==> config.mk <==
export PLATFORM = sky130hd
export DESIGN_NAME = uart_brk_det
export DESIGN_NICKNAME = d
export VERILOG_FILES = /design/src/rtl/uart_brk_pkg.sv /design/src/rtl/brk_sync.sv /design/src/rtl/brk_char_chk.sv /design/src/rtl/brk_mark_timer.sv /design/src/rtl/uart_brk_det.sv
export SDC_FILE = /design/constraint.sdc
export NUM_CORES = 1
export LEC_CHECK = 0
export BUFFER_PORTS_ARGS = -buffer_cell sky130_fd_sc_hd__clkbuf_2
export CORE_UTILIZATION = 31
export DETAILED_ROUTE_END_ITERATION = 16
export SETUP_SLACK_MARGIN = 0.1
export SYNTH_ARGS = -nofsm -noshare
export SYNTH_HDL_FRONTEND = slang
export SYNTH_SLANG_ARGS = --single-unit
==> constraint.sdc <==
create_clock -name clk_i -period 1.95 [get_ports clk_i]
set_input_delay 0 -clock clk_i [delete_from_list [all_inputs] [get_ports clk_i]]
set_output_delay 0 -clock clk_i [all_outputs]
set_load 0.02 [all_outputs]
==> src/rtl/uart_brk_pkg.sv <==
package uart_brk_pkg;
  typedef enum logic {ST_IDLE, ST_BREAK} brk_state_e;
  localparam logic [3:0] CMD_ERR_RESET = 4'h4;
  localparam int unsigned MIN_CHAR_BITS = 5;
endpackage

==> src/rtl/brk_sync.sv <==
module brk_sync #(
  parameter int unsigned STAGES = 2
) (
  input  logic clk_i,
  input  logic rst_ni,
  input  logic d_i,
  output logic q_o
);
  logic [STAGES-1:0] sr_q;

  generate
    if (STAGES == 1) begin : g_one
      always_ff @(posedge clk_i or negedge rst_ni)
        if (!rst_ni) sr_q <= '1;
        else         sr_q <= d_i;
    end else begin : g_many
      always_ff @(posedge clk_i or negedge rst_ni)
        if (!rst_ni) sr_q <= '1;  // idle line is mark
        else         sr_q <= {sr_q[STAGES-2:0], d_i};
    end
  endgenerate

  assign q_o = sr_q[STAGES-1];
endmodule

==> src/rtl/brk_char_chk.sv <==
module brk_char_chk #(
  parameter int unsigned DATA_W   = 8,
  parameter int unsigned MIN_BITS = 5
) (
  input  logic [1:0]        len_sel_i,
  input  logic [DATA_W-1:0] data_i,
  input  logic              stop_i,
  output logic              is_break_o
);
  logic [DATA_W-1:0] active;
  int unsigned       nbits;

  assign nbits = MIN_BITS + 32'(len_sel_i);

  for (genvar i = 0; i < DATA_W; i++) begin : g_mask
    assign active[i] = (32'(i) < nbits);
  end

  assign is_break_o = ~|(data_i & active) & ~stop_i;
endmodule

==> src/rtl/brk_mark_timer.sv <==
module brk_mark_timer #(
  parameter int unsigned OVERSAMPLE = 16
) (
  input  logic clk_i,
  input  logic rst_ni,
  input  logic clr_i,
  input  logic tick_i,
  input  logic line_i,
  input  logic x1_mode_i,
  output logic done_o
);
  localparam int unsigned HALF  = OVERSAMPLE / 2;
  localparam int unsigned CNT_W = $clog2(HALF) + 1;

  logic [CNT_W-1:0] cnt_q;
  logic [CNT_W-1:0] last;

  assign last   = x1_mode_i ? CNT_W'(1) : CNT_W'(HALF - 1);
  assign done_o = tick_i & line_i & (cnt_q == last);

  always_ff @(posedge clk_i or negedge rst_ni)
    if (!rst_ni)                 cnt_q <= '0;
    else if (clr_i)              cnt_q <= '0;
    else if (tick_i) begin
      if (!line_i || done_o)     cnt_q <= '0;
      else                       cnt_q <= cnt_q + 1'b1;
    end
endmodule

==> src/rtl/uart_brk_det.sv <==
module uart_brk_det
  import uart_brk_pkg::*;
#(
  parameter int unsigned DATA_W      = 8,
  parameter int unsigned OVERSAMPLE  = 16,
  parameter int unsigned SYNC_STAGES = 2
) (
  input  logic              clk_i,
  input  logic              rst_ni,
  input  logic              tick_i,
  input  logic              x1_mode_i,
  input  logic              rx_i,
  input  logic [1:0]        len_sel_i,
  input  logic              char_done_i,
  input  logic [DATA_W-1:0] char_data_i,
  input  logic              char_stop_i,
  input  logic              cmd_valid_i,
  input  logic [3:0]        cmd_code_i,
  input  logic              rx_reset_i,
  output logic              push_o,
  output logic              push_break_o,
  output logic              break_o,
  output logic              break_chg_o
);
  brk_state_e state_q;
  logic rx_s, char_brk, mark_done, in_brk, brk_end, err_clr;

  brk_sync #(.STAGES(SYNC_STAGES)) u_sync (
    .clk_i(clk_i), .rst_ni(rst_ni), .d_i(rx_i), .q_o(rx_s)
  );

  brk_char_chk #(.DATA_W(DATA_W), .MIN_BITS(MIN_CHAR_BITS)) u_chk_char (
    .len_sel_i(len_sel_i), .data_i(char_data_i), .stop_i(char_stop_i),
    .is_break_o(char_brk)
  );

  assign in_brk = (state_q == ST_BREAK);

  brk_mark_timer #(.OVERSAMPLE(OVERSAMPLE)) u_mark (
    .clk_i(clk_i), .rst_ni(rst_ni), .clr_i(~in_brk | rx_reset_i),
    .tick_i(tick_i), .line_i(rx_s), .x1_mode_i(x1_mode_i), .done_o(mark_done)
  );

  assign push_o       = char_done_i & ~in_brk;
  assign push_break_o = push_o & char_brk;
  assign brk_end      = in_brk & mark_done;
  assign err_clr      = cmd_valid_i & (cmd_code_i == CMD_ERR_RESET);

  always_ff @(posedge clk_i or negedge rst_ni)
    if (!rst_ni) begin
      state_q     <= ST_IDLE;
      break_o     <= 1'b0;
      break_chg_o <= 1'b0;
    end else if (rx_reset_i) begin
      state_q     <= ST_IDLE;
      break_o     <= 1'b0;
      break_chg_o <= 1'b0;
    end else begin
      break_chg_o <= push_break_o | brk_end;
      if (push_break_o)  state_q <= ST_BREAK;
      else if (brk_end)  state_q <= ST_IDLE;
      if (push_break_o)  break_o <= 1'b1;  // set wins over clear
      else if (err_clr)  break_o <= 1'b0;
    end
endmodule

; Yosys cells after proc, flatten, opt, wreduce, memory -nomap -nowiden
; Index checks and enable logic that the tools add are counted.
[totals]
regBits = 9
in_bits = 23
wordCells = 47
[op_classes]
add_sub_neg = 2
n_lt_le_gt_ge = 8
eq_ne = 2
n_mux = 11
n_bitwise = 12
reduce_logical = 7
[op_table]
columns = operator, count
row1 = $lt A3 B32 Y1 const A, 4
row2 = $lt A1 B32 Y1 const A, 2
row3 = $lt A2 B32 Y1 const A, 2
row4 = $mux W4, 3
row5 = $and A8 B8 Y8, 1
row6 = $reduce_or A8 Y1, 1
row7 = $and A1 B1 Y1, 7
row8 = $mux W1, 7
row9 = $reduce_bool A3 Y1, 2
row10 = $add A3 B2 Y4 const A, 1
row11 = $add A4 B1 Y4 const B, 1
row12 = $eq A4 B3 Y1 const B, 1
row13 = $eq A4 B4 Y1, 1
row14 = $mux W3, 1
row15 = $logic_not A1 Y1, 2
row16 = $not A1 Y1, 2
row17 = $or A1 B1 Y1, 2
row18 = $reduce_bool A2 Y1, 1
row19 = $logic_or A1 B1 Y1, 1

; Logic depth before layout (Yosys ltp)
[depth]
word_depth = 9
ltp_mapped = 4

; Cells and area by module
; A second synthesis with hierarchy kept.
[hier_totals]
cells_unflattened = 47
area_unflattened_um2 = 483.0
[modules_own_cells]
columns = module, n_inst, cells_per_inst, area_per_inst_um2
row1 = brk_mark_timer, 1, 25, 242.7
row2 = uart_brk_det, 1, 14, 146.4
row3 = brk_sync, 1, 2, 52.6
row4 = brk_char_chk, 1, 6, 41.3

; Worst setup path after synthesis
; Ideal clock, no wire load.
[synth_timing]
path_type = register to register
startpoint = register state_q, in the netlist in_brk
endpoint = register break_o
setup_ns = 0.077
arrival_time_ns = 1.281
setup_slack_ns = 0.592
path_stages_with_launch = 5
period_less_slack_ns = 1.358
path_cell_list = dfrtp_1 nor2b_1 nor3b_1 o2111ai_1 a21oi_1
[synth_between]
elab_chain_len = 5
elab_cells_between_ends = 6
[synth_rtl]
columns = element, line_no
row1 = from (decl), uart_brk_det.sv:25  ; brk_state_e state_q;
row2 = from (signal assigned), uart_brk_det.sv:51  ; state_q <= ST_IDLE;
row3 = from (signal assigned), uart_brk_det.sv:55  ; state_q <= ST_IDLE;
row4 = from (signal assigned), uart_brk_det.sv:60  ; if (push_break_o) state_q <= ST_BREAK;
row5 = $not A1 Y1 *, uart_brk_det.sv:44  ; assign push_o = char_done_i & ~in_brk;
row6 = $and A1 B1 Y1 *, uart_brk_det.sv:44
row7 = via push_o, uart_brk_det.sv:20  ; output logic push_o,
row8 = $and A1 B1 Y1 *, uart_brk_det.sv:45  ; assign push_break_o = push_o & char_brk;
row9 = $mux W1, uart_brk_det.sv:62  ; if (push_break_o) break_o <= 1'b1;
row10 = $mux W1, uart_brk_det.sv:54  ; end else if (rx_reset_i) begin
row11 = to (signal assigned), uart_brk_det.sv:56  ; break_o <= 1'b0;
row12 = to (signal assigned), uart_brk_det.sv:62
row13 = to (signal assigned), uart_brk_det.sv:63  ; else if (err_clr) break_o <= 1'b0;
row14 = to (decl), uart_brk_det.sv:22  ; output logic break_o,
; The timed path passes the listed nets; every way through them passes the cells marked *.
; A chain may end at the register's enable or synchronous reset.

; Worst setup path in the final report
[layout_timing]
startpoint = register state_q, in the netlist in_brk
endpoint = output push_break_o
[layout_between]
elab_chain_len = 3
[layout_rtl]
columns = element, line_no
row1 = $not A1 Y1, uart_brk_det.sv:44
row2 = $and A1 B1 Y1, uart_brk_det.sv:44
row3 = $and A1 B1 Y1, uart_brk_det.sv:45
row4 = to (decl), uart_brk_det.sv:21  ; output logic push_break_o,
; Every way passes these cells.

==> flow_metrics.py <==
metrics = {
    "clock_network": {
        "clock_sinks": 9,
        "clk_pin_slew_ns": 0.07,
        "cts_root_buf": "clkbuf_4",
        "clockBufferDepth": 2,
        "cts_buffers": 3,
        "cts_max_level": 1,
        "post-cts-setup-buffer-count": 0,
        "clk_latency_ns": 0.26,
        "cts_tree": "done",
        "post_cts_resized": 0,
    },
    "floorplan": {
        "rows": 13,
        "die_w_um": 41.5,
        "die_h_um": 41.5,
        "initial_core_util_pct": 35.0,
        "core_area_um2": 1380,
        "dieArea_um2": 1720,
        "ios": 27,
    },
    "sta": {
        "slew_violations": 0,
        "setup_viol": 0,
        "fin_crit_ns": 1.53,
        "holdWs_ns": 0.0374,
        "clock.fmax_mhz": 652,
        "fin_tns_setup_ns": 0,
        "relSlewSlack_pct": 74.3,
        "fin_skew_ns": 0.00136,
        "period_share_pct": 78.6,
        "rsz0062_at_grt": "false",
        "tightest_slew_ns": 0.384,
        "layout_setup_ws_ns": 0.417,
        "hold_viol_final": 0,
    },
    "route": {
        "wl_per_cell_um": 10.6,
        "route.vias.total": 502,
        "first_iter_violations": 2,
        "drt_pass1_iterations": 4,
        "viasPerCell": 5.12,
        "drc": 0,
        "antenna_left": 0,
        "wirelength_um": 1040,
    },
    "placed_design": {
        "placed_cells": 90,
        "place_hpwl_um": 820,
        "port_buffers": 26,
        "place.gp.congestion": 0.733,
        "post-place-ws_ns": 0.541,
    },
    "grt": {
        "grt_pass1_vias": 527,
        "antenna_found_initial": 0,
        "overflow": 0,
        "track_usage_pct": 15.1,
        "grt_pass1_wl_um": 1980,
        "grt_max_degree": 10,
    },
    "yosys": {
        "synth_area_um2": 484,
        "yosys_most_used_dff": "dfrtp_1",
        "yosys.area_share.simple_pct": 26.1,
        "yosys.area.top_type_share_pct": 36.2,
        "syn-num-nets": 73,
        "synth-adder-area-share_pct": 2.58,
        "ys_types": 26,
        "yosysWarnings": 0,
        "synthCells": 49,
        "yosys-mux-area-fraction_pct": 2.33,
        "ys_seq_area_share_pct": 47.0,
        "async_flop_share_pct": 100,
        "synth_commonest_cells": "7 x dfrtp_1, 6 x nand2_1, 4 x a21oi_1, 3 x inv_1, 3 x nor2_1",
        "synth-edff-count": 0,
        "netlist_top_cells_area": "dfrtp_1 36%, dfstp_2 11%, nand2_1 4.7%, a21oi_1 4.1%, a21boi_4 3.9%",
        "synth_xor_area_share_pct": 0,
        "ys_ff_latch": 9,
        "yosysTopAreaCell": "dfrtp_1",
        "avgSynthCellArea_um2": 9.88,
        "synth_top_family_by_area": "simple AND/OR/NAND/NOR gates",
        "yosysMostFrequentCell": "dfrtp_1",
        "synth-compound-area-share_pct": 19.6,
    },
    "worst_hold_path": {
        "min_path_type": "primary input to register",
    },
    "setup_path": {
        "path_buf_inv": 2,
        "critical_path_arrival_ns": 1.53,
        "max_stage_delay_ns": 0.41,
        "worstSetupPathType": "register to primary output",
        "worst_setup_path_end_kind": "primary output",
        "cp_slowest_cell": "dfrtp_1",
        "startpoint_type": "register",
        "worstPathRequired_ns": 1.95,
        "crit_chain": "nor2b_1 -> nor3b_1 -> o2111ai_1 -> inv_1 -> clkbuf_2",
        "cp_top_family": "flip-flops",
        "crit_fanout": 4,
    },
    "finish": {
        "instances_no_fill": 98,
        "area_growth_pct": 44.7,
        "multiInputGateArea_um2": 245,
        "drive_gt1_share_pct": 42.2,
        "register_area_um2": 228,
        "fin_nets": 108,
        "antenna_cells": 0,
        "final.fill_count": 130,
    },
    "power_and_ir_drop": {
        "p_leak_nw": 0.356,
        "irDropWorstVdd_mv": 0.343,
        "p_per_area_nw_per_um2": 552,
    },
    "run": {
        "cap_violations": 0,
    },
    "status": {
        "outcome": "completed",
    },
}
==> layout by cell type, fill, tap and decap left out, drive strengths merged, types with 2 or more instances in the layout <==
| master | n |
|---|---|
| clkbuf | 29 |
| dfrtp | 7 |
| dlygate4sd3 | 4 |
| nand2b | 2 |
| inv | 3 |
| a21oi | 4 |
| nor3b | 2 |
| dfstp | 2 |
| nor2b | 2 |
| nor2 | 3 |
| o21ai | 3 |
| nand2 | 6 |
==> path summary, 6_finish.rpt <==
path                       slack, ns                           to                         from  depth (start not counted)
max                             0.42                 push_break_o           in_brk$_DFFE_PN0P_                          5
min                             0.04  u_mark.cnt_q[1]$_DFFE_PN0P_                       tick_i                          2
max reg2reg                     0.53  u_mark.cnt_q[2]$_DFFE_PN0P_  u_mark.cnt_q[2]$_DFFE_PN0P_                          4
min reg2reg                     0.36     u_sync.sr_q[1]$_DFF_PN1_     u_sync.sr_q[0]$_DFF_PN1_                          0
max in group asynchronous       1.57     u_sync.sr_q[1]$_DFF_PN1_                       rst_ni                          2
min in group asynchronous       0.12        break_chg_o$_DFF_PN0_                       rst_ni                          2
==> stage by stage <==
stage / cell area [um2] / total power, W / util, %
final: 701 / 0.000387 / 50.7
after global routing: 701 / 0.000414 / 50.7
after floorplan: 484 / 0.000207 / -
after global placement: 633 / 0.000236 / 45.8
after CTS: 701 / 0.000393 / 50.7
after detailed placement: 633 / 0.000237 / 45.8
==> final cells by class <==
type / count / share of cell area [%]
sequential: 9 / 32.5
multi-input combinational: 37 / 35.0
clock buffer: 3 / 3.21
timing repair buffer: 30 / 24.3
clock inverter: 1 / 0.714
inverter: 3 / 1.61
tap: 15 / 2.68
==> sequential cells by signal, indices dropped and copies added, names as in the netlist <==
register      cells
u_sync.sr_q       2
break_chg_o       1
u_mark.cnt_q      4
break_o           1
in_brk            1
==> report_power, final <==
part / leakage, nW / internal [W] / switching (W)
registers: 0.119 / 0.000191 / 0.00000163
clock network: 0.0177 / 0.0000758 / 0.0000720
logic: 0.219 / 0.0000277 / 0.0000192
total: 0.356 / 0.000294 / 0.0000928
==> kinds of logic (layout without fill, tap and decap cells) <==
kind of cell	after synthesis	after routing
and+or+nand+nor	22	22
adders and majority gates	1	1
DFF	9	9
muxes	1	1
AOI/OAI and AO/OA	13	13
buffers and inverters	3	37
==> layer usage <==
layer | global-route usage, % | wire length [um] | vias to the layer above | part of all wire (%)
met4 | 6.45 | 0 | 0 | 0
li1 | - | - | 249 | -
met1 | 16.6 | 436 | 237 | 42
met3 | 6.96 | 70 | 0 | 6.7
met5 | 0 | 0 | - | 0
met2 | 24.7 | 534 | 16 | 51
==> what timing repair did <==
item,CTS,global route
endpoints found under the setup margin,0,0
hold buffers,4,0
hold endpoints to repair,14,0
Note: power is estimated with default switching activity, not from simulation.
